## src/rtl/qtm_pkg.sv

```systemverilog
package qtm_pkg;

  localparam int BLK_PER_TILE = 16;
  localparam int POS_W        = 4;

  localparam logic [1:0] LVL_BASE = 2'd0;
  localparam logic [1:0] LVL_QUAD = 2'd1;
  localparam logic [1:0] LVL_TILE = 2'd2;

  typedef enum logic [1:0] {
    DEC_KEEP  = 2'b00,
    DEC_LOWER = 2'b01,
    DEC_RAISE = 2'b10,
    DEC_HOLD  = 2'b11
  } dec_code_e;

  // whole: tile is one level-2 node (quad is then all ones)
  // quad[k]: 2x2 group k is one level-1 node
  typedef struct packed {
    logic       whole;
    logic [3:0] quad;
  } tile_map_t;

  typedef logic [BLK_PER_TILE-1:0][1:0] tile_dec_t;

  // group index: {row half, col half}
  function automatic logic [1:0] group_of(input logic [POS_W-1:0] pos);
    return {pos[3], pos[1]};
  endfunction

  function automatic logic [POS_W-1:0] anchor_pos(input logic [1:0] k);
    return {k[1], 1'b0, k[0], 1'b0};
  endfunction

  function automatic logic [POS_W-1:0] member_pos(input logic [1:0] k,
                                                  input logic [1:0] b);
    return {k[1], b[1], k[0], b[0]};
  endfunction

  function automatic logic [1:0] level_at(input tile_map_t m,
                                          input logic [POS_W-1:0] pos);
    if (m.whole)                 return LVL_TILE;
    else if (m.quad[group_of(pos)]) return LVL_QUAD;
    else                         return LVL_BASE;
  endfunction

  function automatic logic [4:0] leaf_count(input tile_map_t m);
    logic [4:0] n;
    if (m.whole) return 5'd1;
    n = '0;
    for (int k = 0; k < 4; k++) n = n + (m.quad[k] ? 5'd1 : 5'd4);
    return n;
  endfunction

endpackage

```

## src/rtl/qtm_decision_buf.sv

```systemverilog
module qtm_decision_buf
  import qtm_pkg::*;
#(
  parameter int NUM_TILES = 4,
  parameter int TILE_W    = 2
) (
  input  logic                     clk,
  input  logic                     rst_n,
  input  logic                     wr_en,
  input  logic [TILE_W-1:0]        wr_tile,
  input  logic [POS_W-1:0]         wr_pos,
  input  logic [1:0]               wr_code,
  input  logic                     clear,
  output tile_dec_t [NUM_TILES-1:0] dec_o
);

  tile_dec_t [NUM_TILES-1:0] pend_q;

  // last write wins; cleared to hold on commit
  always_ff @(posedge clk) begin
    if (!rst_n || clear) begin
      pend_q <= '0;
    end else if (wr_en) begin
      pend_q[wr_tile][wr_pos] <= wr_code;
    end
  end

  assign dec_o = pend_q;

endmodule

```

## src/rtl/qtm_tile_next.sv

```systemverilog
module qtm_tile_next
  import qtm_pkg::*;
(
  input  tile_map_t  cur_i,
  input  tile_dec_t  dec_i,
  output tile_map_t  nxt_o,
  output logic [3:0] l1_merge_o,
  output logic [3:0] l1_split_o,
  output logic       l2_merge_o,
  output logic       l2_split_o
);

  logic [3:0] grp_all_lower;
  logic [3:0] anchor_lower;
  logic [3:0] anchor_raise;

  always_comb begin
    for (int k = 0; k < 4; k++) begin
      grp_all_lower[k] = 1'b1;
      for (int b = 0; b < 4; b++) begin
        if (dec_i[member_pos(2'(k), 2'(b))] != DEC_LOWER) grp_all_lower[k] = 1'b0;
      end
      anchor_lower[k] = (dec_i[anchor_pos(2'(k))] == DEC_LOWER);
      anchor_raise[k] = (dec_i[anchor_pos(2'(k))] == DEC_RAISE);
    end
  end

  always_comb begin
    nxt_o      = cur_i;
    l1_merge_o = '0;
    l1_split_o = '0;
    l2_merge_o = 1'b0;
    l2_split_o = 1'b0;
    if (cur_i.whole) begin
      // split of a tile node; a coarsen request is ignored
      if (anchor_raise[0]) begin
        l2_split_o  = 1'b1;
        nxt_o.whole = 1'b0;
        nxt_o.quad  = 4'hF;
      end
    end else begin
      for (int k = 0; k < 4; k++) begin
        if (cur_i.quad[k]) begin
          if (anchor_raise[k]) begin
            l1_split_o[k] = 1'b1;
            nxt_o.quad[k] = 1'b0;
          end
        end else if (grp_all_lower[k]) begin
          l1_merge_o[k] = 1'b1;
          nxt_o.quad[k] = 1'b1;
        end
      end
      if ((&cur_i.quad) && (&anchor_lower)) begin
        l2_merge_o  = 1'b1;
        nxt_o.whole = 1'b1;
        nxt_o.quad  = 4'hF;
      end
    end
  end

endmodule

```

## src/rtl/qtm_block_counter.sv

```systemverilog
module qtm_block_counter
  import qtm_pkg::*;
#(
  parameter int NUM_TILES = 4,
  parameter int CNT_W     = 7
) (
  input  logic                      clk,
  input  logic                      rst_n,
  input  logic                      start,
  input  tile_map_t [NUM_TILES-1:0] maps_i,
  output logic [CNT_W-1:0]          count_o,
  output logic                      valid_o
);

  localparam int MAX_BLOCKS = NUM_TILES * BLK_PER_TILE;

  logic [CNT_W-1:0] sum;

  always_comb begin
    sum = '0;
    for (int t = 0; t < NUM_TILES; t++) sum = sum + CNT_W'(leaf_count(maps_i[t]));
  end

  always_ff @(posedge clk) begin
    if (!rst_n) begin
      count_o <= CNT_W'(MAX_BLOCKS);
      valid_o <= 1'b0;
    end else begin
      valid_o <= start;
      if (start) count_o <= sum;
    end
  end

endmodule

```

## src/rtl/qtm_resmap_ctrl.sv

```systemverilog
module qtm_resmap_ctrl
  import qtm_pkg::*;
#(
  parameter  int NUM_TILES = 4,
  localparam int TILE_W    = (NUM_TILES > 1) ? $clog2(NUM_TILES) : 1,
  localparam int CNT_W     = $clog2(NUM_TILES * 16 + 1)
) (
  input  logic              clk,
  input  logic              rst_n,
  input  logic              dec_valid,
  output logic              dec_ready,
  input  logic [TILE_W-1:0] dec_tile,
  input  logic [3:0]        dec_pos,
  input  logic [1:0]        dec_code,
  input  logic              frame_end,
  input  logic [TILE_W-1:0] rd_tile,
  input  logic [3:0]        rd_pos,
  output logic [1:0]        rd_level,
  output logic [CNT_W-1:0]  block_count,
  output logic              count_valid
);

  localparam int MAX_BLOCKS = NUM_TILES * BLK_PER_TILE;

  tile_map_t [NUM_TILES-1:0] map_q;
  tile_map_t [NUM_TILES-1:0] map_nxt;
  tile_dec_t [NUM_TILES-1:0] dec_all;

  logic       commit;
  logic       dec_accept;
  logic       count_start;
  logic [3:0] ev_l1_merge [NUM_TILES];
  logic [3:0] ev_l1_split [NUM_TILES];
  logic       ev_l2_merge [NUM_TILES];
  logic       ev_l2_split [NUM_TILES];

  // no decision is taken in the commit cycle
  assign commit     = frame_end;
  assign dec_ready  = !frame_end;
  assign dec_accept = dec_valid && dec_ready && (int'(dec_tile) < NUM_TILES);

  qtm_decision_buf #(.NUM_TILES(NUM_TILES), .TILE_W(TILE_W)) u_buf (
    .clk     (clk),
    .rst_n   (rst_n),
    .wr_en   (dec_accept),
    .wr_tile (dec_tile),
    .wr_pos  (dec_pos),
    .wr_code (dec_code),
    .clear   (commit),
    .dec_o   (dec_all)
  );

  // one independent update per tile
  for (genvar t = 0; t < NUM_TILES; t++) begin : g_tile
    qtm_tile_next u_nx (
      .cur_i      (map_q[t]),
      .dec_i      (dec_all[t]),
      .nxt_o      (map_nxt[t]),
      .l1_merge_o (ev_l1_merge[t]),
      .l1_split_o (ev_l1_split[t]),
      .l2_merge_o (ev_l2_merge[t]),
      .l2_split_o (ev_l2_split[t])
    );

    // node shape: a tile node always covers four group nodes
    shape_legal_chk: assert property (@(posedge clk) disable iff (!rst_n)
      map_q[t].whole |-> (map_q[t].quad == 4'hF));


    l1_merge_chk: assert property (@(posedge clk) disable iff (!rst_n)
      (commit && (ev_l1_merge[t] != 4'b0)) |=>
        ((map_q[t].quad & $past(ev_l1_merge[t])) == $past(ev_l1_merge[t])));


    l1_split_chk: assert property (@(posedge clk) disable iff (!rst_n)
      (commit && (ev_l1_split[t] != 4'b0)) |=>
        ((map_q[t].quad & $past(ev_l1_split[t])) == 4'b0));


    l2_merge_chk: assert property (@(posedge clk) disable iff (!rst_n)
      (commit && ev_l2_merge[t]) |=> map_q[t].whole);


    l2_split_chk: assert property (@(posedge clk) disable iff (!rst_n)
      (commit && ev_l2_split[t]) |=> (!map_q[t].whole && (map_q[t].quad == 4'hF)));


    l2_hold_chk: assert property (@(posedge clk) disable iff (!rst_n)
      (commit && map_q[t].whole && !ev_l2_split[t]) |=> map_q[t].whole);
  end

  // reset to full resolution; R7 map moves only at a commit
  always_ff @(posedge clk) begin
    if (!rst_n) begin
      map_q       <= '0;
      count_start <= 1'b0;
    end else begin
      count_start <= commit;
      if (commit) map_q <= map_nxt;
    end
  end

  qtm_block_counter #(.NUM_TILES(NUM_TILES), .CNT_W(CNT_W)) u_cnt (
    .clk     (clk),
    .rst_n   (rst_n),
    .start   (count_start),
    .maps_i  (map_q),
    .count_o (block_count),
    .valid_o (count_valid)
  );


  assign rd_level = (int'(rd_tile) < NUM_TILES) ? level_at(map_q[rd_tile], rd_pos) : LVL_BASE;


  map_hold_chk: assert property (@(posedge clk) disable iff (!rst_n)
    !commit |=> $stable(map_q));


  count_pulse_chk: assert property (@(posedge clk) disable iff (!rst_n)
    commit |-> ##2 count_valid);


  count_change_chk: assert property (@(posedge clk) disable iff (!rst_n)
    !$stable(block_count) |-> count_valid);


  count_range_chk: assert property (@(posedge clk) disable iff (!rst_n)
    (block_count <= CNT_W'(MAX_BLOCKS)) && (block_count >= CNT_W'(NUM_TILES)));

endmodule

```

## config.mk

```make
export PLATFORM = sky130hd
export DESIGN_NAME = qtm_resmap_ctrl
export DESIGN_NICKNAME = d
export VERILOG_FILES = /design/src/rtl/qtm_pkg.sv /design/src/rtl/qtm_decision_buf.sv /design/src/rtl/qtm_tile_next.sv /design/src/rtl/qtm_block_counter.sv /design/src/rtl/qtm_resmap_ctrl.sv
export SDC_FILE = /design/constraint.sdc
export NUM_CORES = 1
export LEC_CHECK = 0
export CAP_MARGIN = 0
export CORE_MARGIN = 3
export CORE_UTILIZATION = 42
export DETAILED_ROUTE_END_ITERATION = 10
export HOLD_SLACK_MARGIN = 0.08
export PLACE_DENSITY = 0.64
export SYNTH_ARGS = -nofsm -noshare
export SYNTH_HDL_FRONTEND = slang
export SYNTH_SLANG_ARGS = --single-unit
```

## constraint.sdc

```tcl
create_clock -name clk -period 8.25 [get_ports clk]
set_input_delay 1.2375 -clock clk [delete_from_list [all_inputs] [get_ports clk]]
set_output_delay 1.2375 -clock clk [all_outputs]
set_load 0.01 [all_outputs]
```

Word level (Yosys, flattened, before mapping) --
Cells that the tools add are included.
Word-level totals: bits in registers 157, bits in latches 0, RAM bits 0, ROM bits 0, input port bits 18, word-level logic and storage cells 381, memories 0
Cells by class: $add $sub $neg 15, multipliers 0, divide/modulo/power cells 0, $lt $le $gt $ge 6, equality and inequality tests 100, shift operators 0, muxes and demuxes 163, bitwise gates (word level) 0, reductions and logical operators 22
Operators with widths (number):
- $ne 2x1->1 const B | 68
- $bwmux 128 | 1
- $mux 1 | 118
- $mux 5 | 21
- $demux 32 s2 | 1
- $add 5x5->5 | 12
- $mux 3 | 16
- $eq 2x1->1 const B | 16
- $eq 2x2->1 const B | 16
- $mux 32 | 1
- $reduce_and 4->1 | 8
- $add 7x5->7 | 2
- $bmux 5 s2 | 1
- $lt 2x3->1 const B | 3
- $demux 2 s4 | 1
- $reduce_and 2->1 | 4
- $logic_and 1x1->1 | 7
- $add 5x5->6 | 1
- $lt 4x5->1 const B | 1
- $ge 4x1->1 const B | 1
- $mux 2 | 2
- $bmux 1 s2 | 1
- $ge 2x1->1 const B | 1
- $logic_not 1->1 | 2
- $logic_or 1x1->1 | 1

Longest topological paths before layout --
Gate-level depths: netlist (run 1).
word-level depth 9, depth in mapped cells 18, gate-level depth less buffers 18

Cells and area by module --
From an unflattened synthesis (run 1), not the netlist that was laid out.
Unflattened totals: cell total of the unflattened synthesis 914, area, all modules 8555.7 um^2
By module, submodules not included:
- qtm_decision_buf | times used 1, cells each 509, area an instance 4959.8 um^2, sequential area each 2562.5 um^2
- qtm_block_counter | times used 1, cells each 157, area an instance 1393.8 um^2, sequential area each 160.2 um^2
- qtm_tile_next | times used 4, cells each 40, area an instance 306.5 um^2, sequential area each 0.0 um^2
- qtm_resmap_ctrl | times used 1, cells each 88, area an instance 975.9 um^2, sequential area each 420.4 um^2

Least setup slack after synthesis (run 1) --
Ideal clock, no wire load.
kind reg2reg, from register map_q[5] (netlist name), to register u_cnt.count_o[5], library setup time 0.142 ns, arrival 3.884 ns, required time 8.108 ns, path slack 4.224 ns, stages on the path, launching flop included 17, buffers on the path 0, period minus slack after synthesis 4.026 ns, cells stage by stage dfxtp_1 > inv_1 > fa_1 > inv_1 > ha_1 > or2_2 > ha_1 > fa_1 > a21o_1 > a21oi_1 > xor2_1 > fa_1 > inv_1 > ha_1 > o21a_1 > o2111ai_1 > o311ai_0
Between the ends: longest elaborated chain between the ends 8
Ends and longest elaborated chain:
- from (decl) | RTL line qtm_resmap_ctrl.sv:25 | tile_map_t [NUM_TILES-1:0] map_q;
- from (signal assigned) | RTL line qtm_resmap_ctrl.sv:99 | if (commit) map_q <= map_nxt;
- $mux 3 | RTL line qtm_pkg.sv:51 | for (int k = 0; k < 4; k++) n = n + (m.quad[k] ? 5'd1 : 5'd4);
- $add 5x5->5 (3 in a row) | RTL line qtm_pkg.sv:51
- $mux 5 | RTL line qtm_pkg.sv:50 | n = '0;
- $add 5x5->6 | RTL line qtm_block_counter.sv:21 | for (int t = 0; t < NUM_TILES; t++) sum = sum + CNT_W'(leaf_count(maps_i[t]));
- $add 7x5->7 (2 in a row) | RTL line qtm_block_counter.sv:21
- to (signal assigned) | RTL line qtm_block_counter.sv:26 | count_o <= CNT_W'(MAX_BLOCKS);
- to (signal assigned) | RTL line qtm_block_counter.sv:30 | if (start) count_o <= sum;
- to (decl) | RTL line qtm_block_counter.sv:11 | output logic [CNT_W-1:0] count_o,
Every way passes these cells. A chain may end at the register's enable or synchronous reset.

Worst setup path after layout (run 1) --
from input port rd_pos[1], to output port rd_level[0]
Between the ends: longest elaborated chain between the ends 4
Ends and longest elaborated chain:
- from (decl) | RTL line qtm_resmap_ctrl.sv:17 | input logic [3:0] rd_pos,
- $bmux 1 s2 | RTL line qtm_pkg.sv:43 | else if (m.quad[group_of(pos)]) return LVL_QUAD;
- $mux 1 (implied by the code) | RTL line qtm_pkg.sv:43
- $mux 1 | RTL line qtm_pkg.sv:43
- $mux 2 | RTL line qtm_pkg.sv:42 | if (m.whole) return LVL_TILE;
- to (decl) | RTL line qtm_resmap_ctrl.sv:18 | output logic [1:0] rd_level,
Every way passes these cells. The select of a mux whose other input is x is not followed.

==> out/qor.txt, run 1 <==
Status -> finished, final reports clean
TNS Setup -> 0 ns
Post-DP HPWL -> 13300 um
Worst slew margin -> 20.2%
Area contributors post-synth -> dfxtp_1 (38%), nand2_1 (9.1%), a21oi_1 (8.4%), nand3_1 (6.1%), ha_1 (5.0%)
Post-synth top area cell -> dfxtp_1
Clock insertion delay at the later pin of the skew report -> 0.43 ns
Largest net degree at the start of global routing -> 97
DRC violations left -> 0
Critical path class -> input pin to output pin
Post-synth cell types -> 64
Hold Violations, Final -> 0
Syn Std Cell Area -> 8250 um2
Die area -> 21400 um2
Via Count -> 7102
FF+latch count, synth -> 157
Vias in the first global route -> 6476
Clk sinks -> 157
WP data arrival -> 3.48 ns
Via/cell ratio -> 5.55
Fraction of layout instances using a drive strength above 1 -> 6.47%
PwrDens -> 182 nW/um2
Net Sw Power -> 423 uW
Post-cts gate resize count -> 0
Die Wd -> 146 um
Post-synth EDFFs -> 0
Post-synth ARST share -> 0%
Hold/Removal Path Class -> flip-flop to flip-flop
Fmax -> 212 MHz
Syn_area_per_cell -> 8.00 um2
Crit start category -> input pin
Setup crit end kind -> output pin
Crit path cell chain -> clkdlybuf4s50_1 -> mux4_1 -> mux2_2 -> a32o_1 -> clkdlybuf4s50_1
Fin crit period -> 4.72 ns
Final period utilization -> 57.2%
Ports -> 29
Clock network power share -> 46.0%
Least-Margin Pin Slew -> 1.19 ns
Critical path's top delay family -> buffers and inverters
Die height -> 146 um
Lkg Pwr -> 3.06 nW
ANT cells -> 0
Root Driver -> clkbuf_16
Worst vdd rail ir drop -> 0.121 mV
Sequential fraction of the synthesis area -> 38.1%
First-pass GRT wire length -> 33500 um
Comb pwr share -> 7.7%
Pint -> 1.24 mW
Crit path max fanout -> 4
Slowest cell delay on critical path -> 0.62 ns
H-tree levels -> 4
Maxcap violations -> 0
Buffer and inverter count on the worst path -> 2
Setup violators final -> 0
Flop pwr share -> 46.3%
Syn nets -> 1097
Leading cell type in the layout, fill and taps excluded -> nand2_1
Worst EP required -> 7.01 ns
Synthesis warning total -> 0
Hold_buf cts -> 0
Power Total -> 1.66 mW
Area grow syn2layout -> 10.8%
Synth Flop Type -> dfxtp_1
Post-CTS setup repair buffer count -> 0
Most frequent cells in the layout -> nand2_1 (198), dfxtp_1 (157), a21oi_1 (138)
Yosys top cell area share -> 38.1%
I/O Buffers -> 26
Routed WL -> 20000 um
Initial DRT Pass Iterations -> 5
Slowest cell on the critical path -> clkdlybuf4s50_1
Total grt overflow -> 0
Initial antenna violation count -> 0
Unrepaired setup endpoints after global routing -> no
Clock buffer depth -> 2
Cell repeated most along the worst path -> clkdlybuf4s50_1
GRT Resource Usage Total -> 19.0%
Setup Skew -> 0.0108 ns
Placer Congestion -> 0.808
Gate count of the mapped netlist -> 1031
First-iteration detailed-routing DRC count -> 728
CTS tree -> built
Nets -> 1074
Sw frac -> 25.5%
Initial Util -> 43.4%
FP Rows -> 50
Post-route ant nets -> 0
Reg2reg setup slack -> 3.90 ns
Clock-pin slew on the worst setup and hold paths -> 0.06 ns
Wirelength per Cell -> 15.6 um
Final Max Slew Viols -> 0
TritonCTS Buffers -> 17
Core area -> 19000 um2
==> sequential cells by signal, summed over array words and instances, names as in the netlist <==
signal	cells
u_cnt.count_o	7
u_cnt.valid_o	1
count_start	1
u_buf.dec_o	128
map_q	20
==> final timing paths <==
path,from,endpoint,cells past startpoint
worst max-delay path,rd_pos[1],rd_level[0],5
worst min register to register,u_buf.dec_o[67]$_SDFFE_PP0P_,u_buf.dec_o[67]$_SDFFE_PP0P_,2
worst min-delay path,u_buf.dec_o[67]$_SDFFE_PP0P_,u_buf.dec_o[67]$_SDFFE_PP0P_,2
worst max register to register,map_q[5]$_SDFFE_PN0P_,u_cnt.count_o[5]$_SDFFE_PN0P_,16
==> logic make-up after synthesis <==
kind of cell	share of synthesized area [%]
compound gates	16.7
xor+xnor	0.849
fa+ha+maj	8.65
buf+inv	6.60
flops	38.1
mux	2.03
simple gates	27.0
==> cells in the mapped netlist, drive strengths merged (2+ instances only) <==
library cell / number
nor3: 7
o311ai: 9
mux2i: 4
nand4bb: 5
and2: 2
or4b: 2
nand3b: 4
nand2b: 5
nor4: 7
nor4bb: 6
nand4b: 11
a21boi: 6
and3: 5
and4b: 2
inv: 51
ha: 33
nor3b: 2
o41ai: 3
nand4: 9
or2: 4
a21oi: 138
xor2: 4
o21a: 7
a21o: 5
nand3: 101
nor2: 28
a32o: 2
nand2: 199
o21ai: 59
nor2b: 13
dfxtp: 157
and4bb: 7
clkbuf: 40
buf: 38
or3: 3
nor4b: 8
o211a: 3
fa: 15
a31oi: 3
xnor2: 4
or4: 2
mux4: 4
mux2: 2
==> power by group through the flow <==
stage	clock network (mW)	logic [mW]	registers [mW]
2_1_floorplan	0	0.0872	0.785
4_1_cts	0.784	0.129	0.769
3_3_place_gp	0	0.127	0.787
5_1_grt	0.820	0.143	0.770
6_report	0.765	0.128	0.769
3_5_place_dp	0	0.127	0.787
==> through the flow <==
stage / instances / cell area, um2 / util, % / hold slack [ns] / setup slack, ns
after floorplan: 1031 / 8250 / - / 0.431 / 4.22
after global placement: 1249 / 8570 / 45.1 / 0.438 / 3.54
after detailed placement: 1249 / 8570 / 45.1 / 0.443 / 3.53
after CTS: 1280 / 9140 / 48.1 / 0.452 / 3.52
after global routing: 1280 / 9140 / 48.1 / 0.469 / 3.46
final: 1280 / 9140 / 48.1 / 0.451 / 3.53
==> worst register-to-register path, cell delays in order (launching register included) <==
cell       delay, ns
dfxtp_1         0.49
inv_1           0.11
fa_1            0.53
inv_1           0.04
ha_1            0.28
or2_2           0.28
ha_1            0.23
fa_1            0.41
a21o_1          0.20
a21oi_1         0.17
xor2_1          0.13
fa_1            0.54
inv_1           0.04
ha_1            0.33
o21a_1          0.13
o2111ai_1       0.17
o311ai_0        0.14
==> metal layers <==
| layer | routed length, um | global-route usage [%] |
|---|---|---|
| met2 | 8960 | 29.6 |
| met5 | 0 | 0 |
| met3 | 875 | 3.41 |
| met4 | 261 | 4.99 |
| met1 | 9920 | 27.3 |
==> area by class of cell <==
| class | instances | area (um2) |
|---|---|---|
| well taps | 260 | 325 |
| flip-flops and latches | 157 | 3140 |
| inverters | 51 | 191 |
| multi-input cells | 745 | 4580 |
| repair buffers | 36 | 325 |
| clock inverters | 13 | 131 |
| fillers | 1910 | 9880 |
| clock buffers | 18 | 439 |
Note: power is estimated with default switching activity, not from simulation.
==> run 2: changes to the inputs <==
--- a/config.mk
+++ b/config.mk
@@ -10,7 +10,7 @@
 export CORE_UTILIZATION = 42
 export DETAILED_ROUTE_END_ITERATION = 10
 export HOLD_SLACK_MARGIN = 0.08
-export PLACE_DENSITY = 0.64
+export PLACE_DENSITY = 0.67
 export SYNTH_ARGS = -nofsm -noshare
 export SYNTH_HDL_FRONTEND = slang
 export SYNTH_SLANG_ARGS = --single-unit
==> constraint.sdc (replaced) <==
create_clock -name clk -period 3.9 [get_ports clk]
set_input_delay 0.585 -clock clk [delete_from_list [all_inputs] [get_ports clk]]
set_output_delay 0.585 -clock clk [all_outputs]
set_load 0.01 [all_outputs]
==> out/qor.txt, run 2 (same netlist as run 1, synthesis figures left out) <==
Status -> finished, violations left
Violated checks -> negative setup slack
Hold/Removal Path Class -> flip-flop to flip-flop
Fraction of layout instances using a drive strength above 1 -> 12.3% (+5.9 points)
Finished Core Util -> 50.6% (+2.5 points)
Most frequent cells in the layout -> nand2_1 (198), dfxtp_1 (152), a21oi_1 (135)
Hold Violations, Final -> 0 (unchanged)
Initial DRT Pass Iterations -> 5 (unchanged)
Clock insertion delay at the later pin of the skew report -> 0.43 ns (about the same)
Critical path class -> flip-flop to flip-flop
Clock-pin slew on the worst setup and hold paths -> 0.07 ns (about the same)
Least-Margin Pin Slew -> 0.980 ns (-0.214 ns)
First-iteration detailed-routing DRC count -> 521 (-28%)
Placer Congestion -> 0.839 (+3.8%)
Final instance area -> 9620 um2 (+5.3%)
Critical Path Start -> map_q[2]$_SDFFE_PN0P_
Post-route worst setup slack -> -0.00952 ns (-3.54 ns)
Die Wd -> 146 um (unchanged)
Root Driver -> clkbuf_16
TritonCTS Buffers -> 17 (unchanged)
Largest net degree at the start of global routing -> 56 (-42%)
Vias in the first global route -> 6762 (+4.4%)
Area grow syn2layout -> 16.7%
Wirelength per Cell -> 16.3 um (+4.1%)
TNS Setup -> -0.00952 ns (-0.00952 ns)
Worst hold start -> u_buf.dec_o[114]$_SDFFE_PP0P_
Initial Util -> 43.4% (unchanged)
GRT Resource Usage Total -> 19.6% (+0.63 points)
Crit Reg-Reg Startpoint -> map_q[2]$_SDFFE_PN0P_
Fmax -> 256 MHz
PwrDens -> 377 nW/um2 (+110%)
DRC violations left -> 0 (unchanged)
Crit path max fanout -> 3 (-1)
Reg2reg path depth -> 17 (+1)
Final Max Slew Viols -> 0 (unchanged)
Clock buffer depth -> 2 (unchanged)
Pre-CTS WS -> -0.150 ns (-3.67 ns)
Worst vdd rail ir drop -> 0.292 mV (+140%)
Initial antenna violation count -> 0 (unchanged)
Worst setup path end -> u_cnt.count_o[5]$_SDFFE_PN0P_
Worst EP required -> 4.20 ns (-2.81 ns)
Lkg Pwr -> 3.19 nW (+4.3%)
I/O Buffers -> 26 (unchanged)
Clk sinks -> 157 (unchanged)
Post-route ant nets -> 0 (unchanged)
Layout Cells excl Fill -> 1305 (+2.0%)
Crit start category -> flip-flop
Reg2reg setup slack -> -0.01 ns (-3.91 ns)
Via/cell ratio -> 5.55 (about the same)
FP Rows -> 50 (unchanged)
WP data arrival -> 4.21 ns (+0.73 ns)
Post-DP HPWL -> 14200 um (+6.5%)
Via Count -> 7243 (+2.0%)
Total grt overflow -> 0 (unchanged)
Fin crit period -> 3.91 ns
Max FFs per register -> 128 (unchanged)
Fill count -> 1842 (-3.6%)
Routed WL -> 21200 um (+6.1%)
Die area -> 21400 um2 (unchanged)
Setup violators final -> 1 (+1)
Nets -> 1098 (+2.2%)
H-tree levels -> 4 (unchanged)
DP Cell Count -> 1268 (+1.5%)
FF-to-FF End -> u_cnt.count_o[5]$_SDFFE_PN0P_
Maxcap violations -> 0 (unchanged)
Placed instance area -> 8740 um2 (+2.0%)
Setup Skew -> 0.0127 ns (+0.00194 ns)
Worst slew margin -> 34.7% (+14 points)
First-pass GRT wire length -> 34300 um (+2.5%)
Leading cell type in the layout, fill and taps excluded -> nand2_1
Final period utilization -> 100%
CTS tree -> built
ANT cells -> 0 (unchanged)
Hold slack -> 0.452 ns (+0.00175 ns)
Setup crit end kind -> flip-flop
Ports -> 29 (unchanged)
Power Total -> 3.62 mW (+120%)
Unrepaired setup endpoints after global routing -> yes
Die height -> 146 um (unchanged)
Core area -> 19000 um2 (unchanged)
## run 2: cell types whose count changed in the layout (fill, tap and decap cells not counted), moves of 3 or more
cell / before / now
nor2b_4: 0 / 4
nor2b_1: 13 / 8
dfxtp_1: 157 / 152
dfxtp_2: 0 / 4
inv_2: 1 / 7
a21oi_1: 138 / 135
buf_4: 10 / 32
ha_1: 33 / 19
inv_1: 50 / 44
ha_4: 0 / 12
## run 2: where the power goes
part,internal (mW),switching [mW],leakage [nW]
clock,0.974,0.712,0.287
sequential,1.61,0.0126,1.27
combinational,0.122,0.190,1.63
total,2.71,0.914,3.19
## run 2: routing by layer
metal,share of wire (%),vias to the layer above,GRT usage (%)
met3,5.7,24,4.13
li1,-,3610,-
met1,47,3415,26.8
met5,0,-,0
met2,46,194,31.6
met4,1.6,0,5.64
## run 2: layout make-up
class / instances / area, um2 / share of cell area, %
clock inverter: 13 / 153 / 1.59
inverter: 51 / 191 / 1.99
clock buffer: 19 / 443 / 4.60
multi-input combinational: 745 / 4830 / 50.2
timing repair buffer: 60 / 531 / 5.51
sequential: 157 / 3150 / 32.8
tap: 260 / 325 / 3.38
## run 2: what timing repair did
item | 4_1_cts | 5_1_grt
pin swaps | 20 | 21
resized for setup | 27 | 18
setup buffers | 5 | 0
setup endpoints to repair | 4 | 5
hold buffers | 0 | 0
## run 2: worst min path at each step
stage | cells after the start | endpoint
after global routing | 2 | u_buf.dec_o[107]$_SDFFE_PP0P_
final | 2 | u_buf.dec_o[114]$_SDFFE_PP0P_
after detailed placement | 2 | u_buf.dec_o[114]$_SDFFE_PP0P_
after global placement | 2 | u_buf.dec_o[77]$_SDFFE_PP0P_
after CTS | 2 | u_buf.dec_o[114]$_SDFFE_PP0P_
after floorplan | 2 | u_buf.dec_o[67]$_SDFFE_PP0P_
## run 2: worst max-delay path, stage by stage, from the launching register on
cell	delay [ns]
dfxtp_2	0.31
buf_4	0.12
buf_4	0.13
fa_1	0.47
inv_1	0.06
ha_4	0.22
ha_1	0.29
nor2b_4	0.14
ha_4	0.28
a21o_1	0.20
a21oi_2	0.18
xor2_2	0.18
fa_1	0.44
inv_2	0.08
ha_4	0.20
o21a_1	0.14
o2111ai_2	0.21
o311ai_1	0.11
==> run 3: changes to the inputs <==
--- a/config.mk
+++ b/config.mk
@@ -7,10 +7,10 @@
 export LEC_CHECK = 0
 export CAP_MARGIN = 0
 export CORE_MARGIN = 3
-export CORE_UTILIZATION = 42
+export CORE_UTILIZATION = 49
 export DETAILED_ROUTE_END_ITERATION = 10
 export HOLD_SLACK_MARGIN = 0.08
-export PLACE_DENSITY = 0.67
+export PLACE_DENSITY = 0.75
 export SYNTH_ARGS = -nofsm -noshare
 export SYNTH_HDL_FRONTEND = slang
 export SYNTH_SLANG_ARGS = --single-unit
==> out/qor.txt, run 3 (same netlist as run 1, synthesis figures left out) <==
Unrepaired setup endpoints after global routing -> yes
Net Sw Power -> 894 uW (-2.2%)
Initial antenna violation count -> 0 (unchanged)
DRC violations left -> 0 (unchanged)
Die Wd -> 136 um (-7.1%)
Setup violators final -> 0 (-1)
Post-route ant nets -> 0 (unchanged)
Routed WL -> 20500 um (-3.3%)
Worst slew margin -> 39.8% (+5.1 points)
Total grt overflow -> 0 (unchanged)
ANT cells -> 0 (unchanged)
Sw frac -> 25.1% (-0.13 points)
Fin crit period -> 3.86 ns (-0.0475 ns)
Initial Util -> 51.0% (+7.6 points)
Vias in the first global route -> 6673 (-1.3%)
Least-Margin Pin Slew -> 0.903 ns (-0.0763 ns)
Worst vdd rail ir drop -> 0.318 mV (+8.7%)
Ports -> 29 (unchanged)
Fmax -> 259 MHz (+1.2%)
Critical path class -> flip-flop to flip-flop
Nets -> 1098 (unchanged)
Power Total -> 3.56 mW (-1.6%)
Clock buffer depth -> 2 (unchanged)
Reg2reg path depth -> 17 (unchanged)
Setup crit end kind -> flip-flop
Core area -> 16200 um2 (-15%)
Final Max Slew Viols -> 0 (unchanged)
Wirelength per Cell -> 16.3 um (about the same)
Fraction of layout instances using a drive strength above 1 -> 12.6% (+0.29 points)
PwrDens -> 375 nW/um2 (-0.51%)
Clock insertion delay at the later pin of the skew report -> 0.43 ns (about the same)
Hold/Removal Path Class -> flip-flop to flip-flop
Lkg Pwr -> 3.17 nW (-0.60%)
Via Count -> 7300 (+0.79%)
Flop pwr share -> 45.6% (+0.7 points)
Placer Congestion -> 0.850 (+1.3%)
Crit start category -> flip-flop
I/O Buffers -> 26 (unchanged)
H-tree levels -> 4 (unchanged)
Crit path max fanout -> 2 (-1)
Final instance area -> 9510 um2 (-1.1%)
GRT Resource Usage Total -> 22.7% (+3.0 points)
Die height -> 136 um (-7.1%)
Hold slack -> 0.452 ns (-0.0000900 ns)
TritonCTS Buffers -> 17 (unchanged)
CTS tree -> built
Status -> finished, final reports clean
Clock network power share -> 45.5% (-1.0 points)
Setup Skew -> 0.00629 ns (-0.00641 ns)
Clock-pin slew on the worst setup and hold paths -> 0.06 ns (about the same)
Max FFs per register -> 128 (unchanged)
Area grow syn2layout -> 15.4%
First-pass GRT wire length -> 33400 um (-2.6%)
Worst EP required -> 4.24 ns (+0.04 ns)
Hold depth -> 2 (unchanged)
Pint -> 2.67 mW (-1.5%)
Leading cell type in the layout, fill and taps excluded -> nand2_1
Finished Core Util -> 58.8% (+8.2 points)
Largest net degree at the start of global routing -> 49 (-13%)
Hold Violations, Final -> 0 (unchanged)
Root Driver -> clkbuf_16
WP data arrival -> 4.20 ns (about the same)
Die area -> 18400 um2 (-14%)
Initial DRT Pass Iterations -> 5 (unchanged)
First-iteration detailed-routing DRC count -> 621 (+19%)
Final period utilization -> 99.0% (-1.2 points)
Maxcap violations -> 0 (unchanged)
Clk sinks -> 157 (unchanged)
Placed instance area -> 8710 um2 (-0.37%)
Post-DP HPWL -> 13600 um (-4.4%)
FP Rows -> 46 (-8.0%)
Via/cell ratio -> 5.79 (+4.3%)
Most frequent cells in the layout -> nand2_1 (198), dfxtp_1 (152), a21oi_1 (135)
Fill count -> 1399 (-24%)
Comb pwr share -> 8.8% (+0.2 points)
==> run 3: cell types whose count changed in the layout (fill, tap and decap cells not counted), sizes merged <==
cell | before | now
clkinv | 4 | 8
inv | 56 | 52
clkbuf | 19 | 20
bufinv | 2 | 1
==> run 3: area by class of cell <==
| cell class | instances | area [um2] | area share (%) |
|---|---|---|---|
| Clock buffer | 20 | 467 | 4.91 |
| Multi-Input combinational cell | 745 | 4800 | 50.4 |
| Sequential cell | 157 | 3150 | 33.1 |
| Tap cell | 216 | 270 | 2.84 |
| Inverter | 51 | 191 | 2.01 |
| Clock inverter | 12 | 113 | 1.18 |
| Timing Repair Buffer | 60 | 522 | 5.48 |
==> run 3: final timing paths <==
check             slack, ns                             to                    startpoint
hold / removal         0.45   u_buf.dec_o[10]$_SDFFE_PP0P_  u_buf.dec_o[10]$_SDFFE_PP0P_
setup / recovery       0.04  u_cnt.count_o[5]$_SDFFE_PN0P_         map_q[7]$_SDFFE_PN0P_
hold reg to reg        0.45   u_buf.dec_o[10]$_SDFFE_PP0P_  u_buf.dec_o[10]$_SDFFE_PP0P_
setup reg to reg       0.04  u_cnt.count_o[5]$_SDFFE_PN0P_         map_q[7]$_SDFFE_PN0P_
==> run 3: worst max-delay path: stages, from the launching register on <==
cell and delay [ns]:
dfxtp_4 0.34, inv_2 0.04, fa_1 0.55, inv_2 0.05
ha_4 0.20, or2_4 0.26, ha_4 0.17, fa_2 0.52
inv_2 0.04, fa_1 0.45, inv_1 0.07, ha_2 0.18
inv_2 0.04, fa_2 0.36, nor2b_1 0.13, o21a_1 0.17
o2111ai_2 0.10, o311ai_1 0.10
==> run 3: per-layer routing <==
| layer | vias to the layer above | global-route usage (%) | part of all wire, % |
|---|---|---|---|
| li1 | 3606 | - | - |
| met4 | 0 | 6.55 | 1.6 |
| met3 | 24 | 4.49 | 5.3 |
| met2 | 197 | 36.5 | 47 |
| met1 | 3473 | 31.0 | 46 |
| met5 | - | 0 | 0 |
==> run 3: stage by stage <==
stage,std cells,worst slack [ns],setup TNS [ns]
floorplan,1031,0.00225,0
detailed placement,1227,-0.120,-0.315
CTS,1259,0.0100,0
finish,1261,0.0380,0
global placement,1227,-0.0584,-0.0811
global route,1261,-0.164,-0.308
==> run 3: power by group through the flow <==
| stage | logic [mW] | clock network, mW | registers (mW) |
|---|---|---|---|
| 3_5_place_dp | 0.285 | 0 | 1.66 |
| 2_1_floorplan | 0.185 | 0 | 1.66 |
| 4_1_cts | 0.295 | 1.64 | 1.63 |
| 6_report | 0.315 | 1.62 | 1.63 |
| 3_3_place_gp | 0.280 | 0 | 1.66 |
| 5_1_grt | 0.345 | 1.71 | 1.63 |
==> run 3: what timing repair did <==
action,CTS,global route
hold buffers,0,0
setup buffers,0,3
endpoints found under the setup margin,5,5
pin swaps,11,25
gates resized for setup,19,28
